**src/rtl/chunk_sa_pkg.sv**
```systemverilog
package chunk_sa_pkg;
  localparam int NCHUNK      = 3;
  localparam int SLOT_W      = 2;
  localparam int SHUFFLE_MIN = 2;
  localparam int FOLD_MIN    = 4;

  typedef enum logic [2:0] {
    S_IDLE,
    S_READ,
    S_DRAIN,
    S_WRITE,
    S_FIN
  } sa_state_e;
endpackage

```
**src/rtl/chunk_lane_add.sv**
```systemverilog
module chunk_lane_add #(
  parameter int LANE_W = 64,
  parameter int LANES  = 2,
  localparam int W     = LANE_W * LANES
) (
  input  logic [W-1:0] x,
  input  logic [W-1:0] y,
  output logic [W-1:0] s
);
  // independent lanes: no carry crosses a lane boundary
  for (genvar l = 0; l < LANES; l++) begin : g_lane
    assign s[l*LANE_W +: LANE_W] = x[l*LANE_W +: LANE_W] + y[l*LANE_W +: LANE_W];
  end
endmodule

```
**src/rtl/chunk_xor_fold.sv**
```systemverilog
module chunk_xor_fold #(
  parameter int W = 128
) (
  input  logic [W-1:0] work,
  input  logic [W-1:0] c1,
  input  logic [W-1:0] c2,
  input  logic [W-1:0] c3,
  output logic [W-1:0] folded
);
  assign folded = work ^ c3 ^ c1 ^ c2;
endmodule

```
**src/rtl/chunk_sa_ctrl.sv**
```systemverilog
module chunk_sa_ctrl
  import chunk_sa_pkg::*;
(
  input  logic              clk,
  input  logic              rst,
  input  logic              start,
  input  logic              use_mem,
  output logic              accept,
  output logic              busy,
  output logic              rd_en,
  output logic              wr_en,
  output logic [SLOT_W-1:0] slot,
  output logic              cap_v,
  output logic [SLOT_W-1:0] cap_slot,
  output logic              fin
);
  localparam logic [SLOT_W-1:0] LAST = SLOT_W'(NCHUNK - 1);

  sa_state_e         st;
  logic [SLOT_W-1:0] cnt;

  assign accept = (st == S_IDLE) && start;
  assign busy   = (st != S_IDLE);
  assign rd_en  = (st == S_READ);
  assign wr_en  = (st == S_WRITE);
  assign fin    = (st == S_FIN);
  assign slot   = cnt;

  always_ff @(posedge clk) begin
    if (rst) begin
      st       <= S_IDLE;
      cnt      <= '0;
      cap_v    <= 1'b0;
      cap_slot <= '0;
    end else begin
      cap_v    <= rd_en;
      cap_slot <= cnt;
      case (st)
        S_IDLE: begin
          cnt <= '0;
          if (start) st <= use_mem ? S_READ : S_FIN;
        end
        S_READ: begin
          if (cnt == LAST) begin
            cnt <= '0;
            st  <= S_DRAIN;
          end else cnt <= cnt + 1'b1;
        end
        S_DRAIN: st <= S_WRITE;
        S_WRITE: begin
          if (cnt == LAST) begin
            cnt <= '0;
            st  <= S_FIN;
          end else cnt <= cnt + 1'b1;
        end
        default: st <= S_IDLE;
      endcase
    end
  end

  // the last capture must land before the first write is issued
  p_capture_before_write_r4: assert property (@(posedge clk) disable iff (rst)
    $rose(wr_en) |-> $past(cap_v) && ($past(cap_slot) == LAST));
endmodule

```
**src/rtl/chunk_shuffle_add.sv**
```systemverilog
module chunk_shuffle_add
  import chunk_sa_pkg::*;
#(
  parameter int ADDR_W   = 21,
  parameter int MODE_W   = 3,
  parameter int LANE_W   = 64,
  parameter int LANES    = 2,
  localparam int CHUNK_W = LANE_W * LANES,
  localparam int OFS_LSB = $clog2(CHUNK_W / 8),
  localparam int IDX_W   = ADDR_W - OFS_LSB
) (
  input  logic               clk,
  input  logic               rst,
  input  logic               start,
  input  logic [ADDR_W-1:0]  offset,
  input  logic [MODE_W-1:0]  mode,
  input  logic [CHUNK_W-1:0] b0_in,
  input  logic [CHUNK_W-1:0] b1_in,
  input  logic [CHUNK_W-1:0] a_in,
  input  logic [CHUNK_W-1:0] work_in,
  output logic               done,
  output logic               busy,
  output logic [CHUNK_W-1:0] work_out,
  output logic               mem_re,
  output logic               mem_we,
  output logic [IDX_W-1:0]   mem_addr,
  output logic [CHUNK_W-1:0] mem_wdata,
  input  logic [CHUNK_W-1:0] mem_rdata
);
  logic [IDX_W-1:0]   base_q;
  logic [MODE_W-1:0]  mode_q;
  logic [CHUNK_W-1:0] b0_q, b1_q, a_q, work_q;
  logic [CHUNK_W-1:0] old_q  [NCHUNK];
  logic [CHUNK_W-1:0] addend [NCHUNK];
  logic [CHUNK_W-1:0] sum    [NCHUNK];
  logic [CHUNK_W-1:0] folded;

  logic              accept, rd_en, wr_en, cap_v, fin;
  logic [SLOT_W-1:0] slot, cap_slot;
  logic              use_mem, fold_en;

  assign use_mem = (mode >= MODE_W'(SHUFFLE_MIN));
  assign fold_en = (mode_q >= MODE_W'(FOLD_MIN));

  chunk_sa_ctrl u_ctrl (
    .clk     (clk),
    .rst     (rst),
    .start   (start),
    .use_mem (use_mem),
    .accept  (accept),
    .busy    (busy),
    .rd_en   (rd_en),
    .wr_en   (wr_en),
    .slot    (slot),
    .cap_v   (cap_v),
    .cap_slot(cap_slot),
    .fin     (fin)
  );

  // capture all loop operands at start; low offset bits drop out in the shift
  always_ff @(posedge clk) begin
    if (rst) begin
      base_q <= '0;
      mode_q <= '0;
      b0_q   <= '0;
      b1_q   <= '0;
      a_q    <= '0;
      work_q <= '0;
    end else if (accept) begin
      base_q <= IDX_W'(offset >> OFS_LSB);
      mode_q <= mode;
      b0_q   <= b0_in;
      b1_q   <= b1_in;
      a_q    <= a_in;
      work_q <= work_in;
    end
  end

  // old chunk values, all held until the last write
  always_ff @(posedge clk) begin
    if (rst) begin
      for (int i = 0; i < NCHUNK; i++) old_q[i] <= '0;
    end else if (cap_v) begin
      old_q[cap_slot] <= mem_rdata;
    end
  end

  always_comb begin
    addend[0] = b1_q;
    addend[1] = b0_q;
    addend[2] = a_q;
  end

  // new chunk g takes the old chunk one position behind it in the ring
  for (genvar g = 0; g < NCHUNK; g++) begin : g_sum
    chunk_lane_add #(
      .LANE_W(LANE_W),
      .LANES (LANES)
    ) u_add (
      .x(old_q[(g + NCHUNK - 1) % NCHUNK]),
      .y(addend[g]),
      .s(sum[g])
    );
  end

  chunk_xor_fold #(.W(CHUNK_W)) u_fold (
    .work  (work_q),
    .c1    (old_q[0]),
    .c2    (old_q[1]),
    .c3    (old_q[2]),
    .folded(folded)
  );

  assign mem_re    = rd_en;
  assign mem_we    = wr_en;
  assign mem_addr  = base_q ^ IDX_W'(slot + 1'b1);
  assign mem_wdata = sum[slot];

  always_ff @(posedge clk) begin
    if (rst) begin
      done     <= 1'b0;
      work_out <= '0;
    end else begin
      done <= fin;
      if (fin) work_out <= fold_en ? folded : work_q;
    end
  end

  // one port, one direction per cycle
  p_rw_exclusive_r4: assert property (@(posedge clk) disable iff (rst)
    !(mem_re && mem_we));

  // completion is a single-cycle pulse
  p_done_pulse_r10: assert property (@(posedge clk) disable iff (rst)
    done |=> !done);

  // low modes keep the scratchpad port silent
  p_low_mode_quiet_r5: assert property (@(posedge clk) disable iff (rst)
    (busy && mode_q < MODE_W'(SHUFFLE_MIN)) |-> !(mem_re || mem_we));

  // the chunk named by the offset itself is never addressed
  p_own_chunk_untouched_r1: assert property (@(posedge clk) disable iff (rst)
    (mem_re || mem_we) |-> (mem_addr != base_q));

  // the working result only moves together with done
  p_work_moves_with_done_r6: assert property (@(posedge clk) disable iff (rst)
    !$stable(work_out) |-> done);
endmodule

```
**config.mk**
```make
export PLATFORM = sky130hd
export DESIGN_NAME = chunk_shuffle_add
export DESIGN_NICKNAME = d
export VERILOG_FILES = /design/src/rtl/chunk_sa_pkg.sv /design/src/rtl/chunk_lane_add.sv /design/src/rtl/chunk_xor_fold.sv /design/src/rtl/chunk_sa_ctrl.sv /design/src/rtl/chunk_shuffle_add.sv
export SDC_FILE = /design/constraint.sdc
export NUM_CORES = 2
export LEC_CHECK = 0
export ABC_CLOCK_PERIOD_IN_PS = 3790
export BUFFER_PORTS_ARGS = -buffer_cell sky130_fd_sc_hd__buf_2
export CAP_MARGIN = 30
export CORE_AREA = 2 2 369 371
export DETAILED_ROUTE_END_ITERATION = 7
export DIE_AREA = 0 0 371 373
export MAX_ROUTING_LAYER = met4
export PLACE_DENSITY = 0.7
export SLEW_MARGIN = 25
export SYNTH_ARGS = -nofsm -noshare
export SYNTH_HDL_FRONTEND = slang
export SYNTH_SLANG_ARGS = --single-unit
```
**constraint.sdc**
```tcl
create_clock -name clk -period 3.79 [get_ports clk]
set_input_delay 0 -clock clk [delete_from_list [all_inputs] [get_ports clk]]
set_output_delay 0 -clock clk [all_outputs]
set_load 0.05 [all_outputs]
```
==> metrics.yaml <==
die:
  die-area_um2: 138000
  fp.dieW_um: 371
  coreArea_um2: 135000
  die_y_um: 373
  start_util_pct: 48.5
  rows: 135
  pin_count: 944
global_routing:
  grt_pass1_wl_um: 451000
  grt_pass1_vias: 71700
  grtUsageTotal_pct: 44.4
  antenna_found_initial: 36
  overflow: 0
  grt_max_degree: 206
power_and_ir_drop:
  powerDensity_nw_per_um2: 371
  peakVddDrop_v: 0.000451
  internal_power_w: 0.0233
  power_frac_comb_pct: 30.7
  p_switching_w: 0.0122
  swShare_pct: 34.5
  clkPwrFrac_pct: 32.7
  cellLeakagePower_nw: 40.4
  seqPwrFrac_pct: 36.6
sta:
  fin_crit_sh_pct: 118
  max_slew_margin_pct: 18.3
  worstMarginPinSlew_ns: 1.23
  final-hold-violation-count: 0
  fin_crit_ns: 4.47
  drv_slew: 0
  rsz0062_at_grt: "true"
  fmax_mhz: 224
  fin_skew_ns: 0.0430
  timing.final.ws_setup_ns: -0.678
  finalSetupViolations: 88
worst_setup_path:
  r2r_start: "u_ctrl.st[2]"
  r2r_slack_ns: 0.45
  worstReg2RegEnd: "a_q[22]"
  path_class: "reg2out"
  cp-start-kind: "flip-flop"
  reg2regPathDepth: 8
  worstPathArrival_ns: 4.47
  crit_path_end_kind: "primary output"
  critPathRequiredTime_ns: 3.79
  path_max_fanout: 3
logic_synthesis:
  netlist_instances: 7925
  synth_cell_types: 89
  syn_nets: 8980
  yosysWarnings: 0
  yosysSeqAreaShare_pct: 38.1
  synthTopCellsByArea: "dfxtp_1 20%, edfxtp_1 18%, nand2_1 9.0%"
  synth_top_area_share_pct: 20.4
  syn_area_um2: 65300
  syn_area_per_cell_um2: 8.24
  synth-seq-cells: 1051
  synth-edff-count: 384
  async_flop_share_pct: 0
  ys.flop_type: "dfxtp_1"
  synth_top_cell_by_area: "dfxtp_1"
min_path:
  min_path_type: "in2reg"
  hold_end: "work_q[70]"
  holdPathStages: 4
  min-delay-start: "work_in[70]"
routing:
  vias_per_cell: 6.01
  vias: 72300
  wl_per_cell_um: 26.1
  drc: 0
  drt_wl_total_um: 314000
  ant_nets: 0
  firstDrtPassIters: 8
  first_iter_violations: 7395
clock_network:
  cts_tree: "done"
  cts-htree-levels: 3
  clkSinkCount: 1051
  clockRootBuffer: "clkbuf_16"
  cts_made_buffers: 112
  clk_pin_slew_ns: 0.06
  worstSkewPairLatency_ns: 0.78
  clockBufferDepth: 3
layout:
  final_nets: 11200
  layout-drive-gt1-share_pct: 26.0
  layout_commonest_cell: "nand2_1"
  design_area_um2: 95600
  final_cell_mix: "1547 x nand2_1, 922 x a21oi_1, 831 x dlygate4sd3_1"
  area_delta_synth_final_pct: 46.4
placed_design:
  placed_cell_area_um2: 75900
  pre_cts_ws_ns: -0.663
  dp.final_hpwl_um: 220000
  io_buffer_count: 938
  gp_congestion: 1.05
run_status:
  violations: "negative setup slack"
  status: "finished with violations"
run:
  cap_violations: 0
## final cells by class
| cell class | count | area [µm²] |
|---|---|---|
| Clock inverter | 54 | 544 |
| Sequential cell | 1051 | 24900 |
| Inverter | 104 | 394 |
| Timing Repair Buffer | 2565 | 20800 |
| Clock buffer | 158 | 3310 |
| Tap cell | 1781 | 2230 |
| Fill cell | 9577 | 39000 |
| Multi-Input combinational cell | 6269 | 43400 |
| Antenna cell | 41 | 103 |
## Yosys cell counts, drive strengths merged, types with 27 or more instances
library cell	n
nand2	1567
a21oi	1033
dfxtp	667
xnor2	472
clkbuf	465
and2	407
nor2	407
edfxtp	384
ha	382
o21ai	323
xor2	260
a21o	249
a211oi	171
nand4	120
inv	104
nand3	88
nor3	82
o21bai	80
o22ai	68
a31oi	59
o21a	44
nor2b	41
buf	36
and3	31
nand2b	27
## metal layers
layer / global-route usage, % / part of all wire, % / wire, µm
met3: 8.24 / 8.9 / 28000
met2: 70.0 / 46 / 144000
met5: - / 0 / 0
met4: 25.7 / 6.9 / 21700
met1: 52.8 / 38 / 120000
## cell families after synthesis
logic type / after synthesis / synth area share [%]
buf+inv: 605 / 3.57
mux: 15 / 0.232
flops: 1051 / 38.1
simple gates: 2861 / 19.6
compound gates: 2273 / 21.1
xor+xnor: 732 / 9.82
fa+ha+maj: 388 / 7.50
## registers in the layout (all words and copies together), names as in the netlist
| name | count |
|---|---|
| mode_q | 1 |
| done | 1 |
| old_q | 384 |
| u_ctrl.st | 3 |
| u_ctrl.cap_v | 1 |
| u_ctrl.cap_slot | 2 |
| b0_q | 128 |
| work_q | 128 |
| base_q | 17 |
| work_out | 128 |
| u_ctrl.slot | 2 |
| a_q | 128 |
| b1_q | 128 |
## critical path, stage by stage, from the launching register on
cell and delay (ns):
edfxtp_1 0.45, ha_4 0.32, nand2_4 0.05, nor3_4 0.21
o211ai_1 0.26, buf_4 0.23, a211oi_4 0.23, o2111ai_2 0.17
buf_6 0.18, a211oi_4 0.33, o21ai_4 0.11, a21oi_2 0.20
buf_6 0.16, nor2b_2 0.05, xnor2_1 0.12, a221o_1 0.42
buf_6 0.19
## power groups by stage
stage	combinational, W	sequential, W	clock (W)
2_1_floorplan	0.00496	0.0130	0
3_3_place_gp	0.00862	0.0131	0
6_report	0.0109	0.0130	0.0116
4_1_cts	0.0101	0.0129	0.0116
3_5_place_dp	0.00864	0.0131	0
5_1_grt	0.0114	0.0130	0.0120
## per-stage QoR
stage,hold WS [ns],cells,util (%),TNS [ns],total power (W)
floorplan,0.136,7925,-,0,0.0180
global placement,0.240,10800,56.4,-5.78,0.0217
detailed placement,0.245,10800,56.4,-6.39,0.0218
CTS,0.000168,11900,69.2,-26.78,0.0346
global route,0.0481,12000,71.0,-37.12,0.0364
finish,0.0199,12000,71.0,-29.18,0.0355
## worst max-delay path by stage
stage | from | endpoint | slack [ns] | cells after the start
finish | old_q[1][2] | mem_wdata[55] | -0.68 | 16
global route | old_q[1][2] | mem_wdata[61] | -0.77 | 18
CTS | old_q[1][64] | mem_wdata[104] | -0.58 | 20
detailed placement | old_q[1][23] | mem_wdata[57] | -0.66 | 15
global placement | old_q[1][64] | mem_wdata[104] | -0.69 | 21
floorplan | old_q[2][6] | mem_wdata[43] | 0.01 | 11
## what timing repair did
item / 4_1_cts / 5_1_grt
cloned: 0 / 0
setup endpoints to repair: 108 / 109
resized for setup: 917 / 378
setup buffers: 149 / 86
hold buffers: 831 / 0
pin swaps: 332 / 290
hold endpoints to repair: 921 / 0
Power figures use the tool's default switching activity.
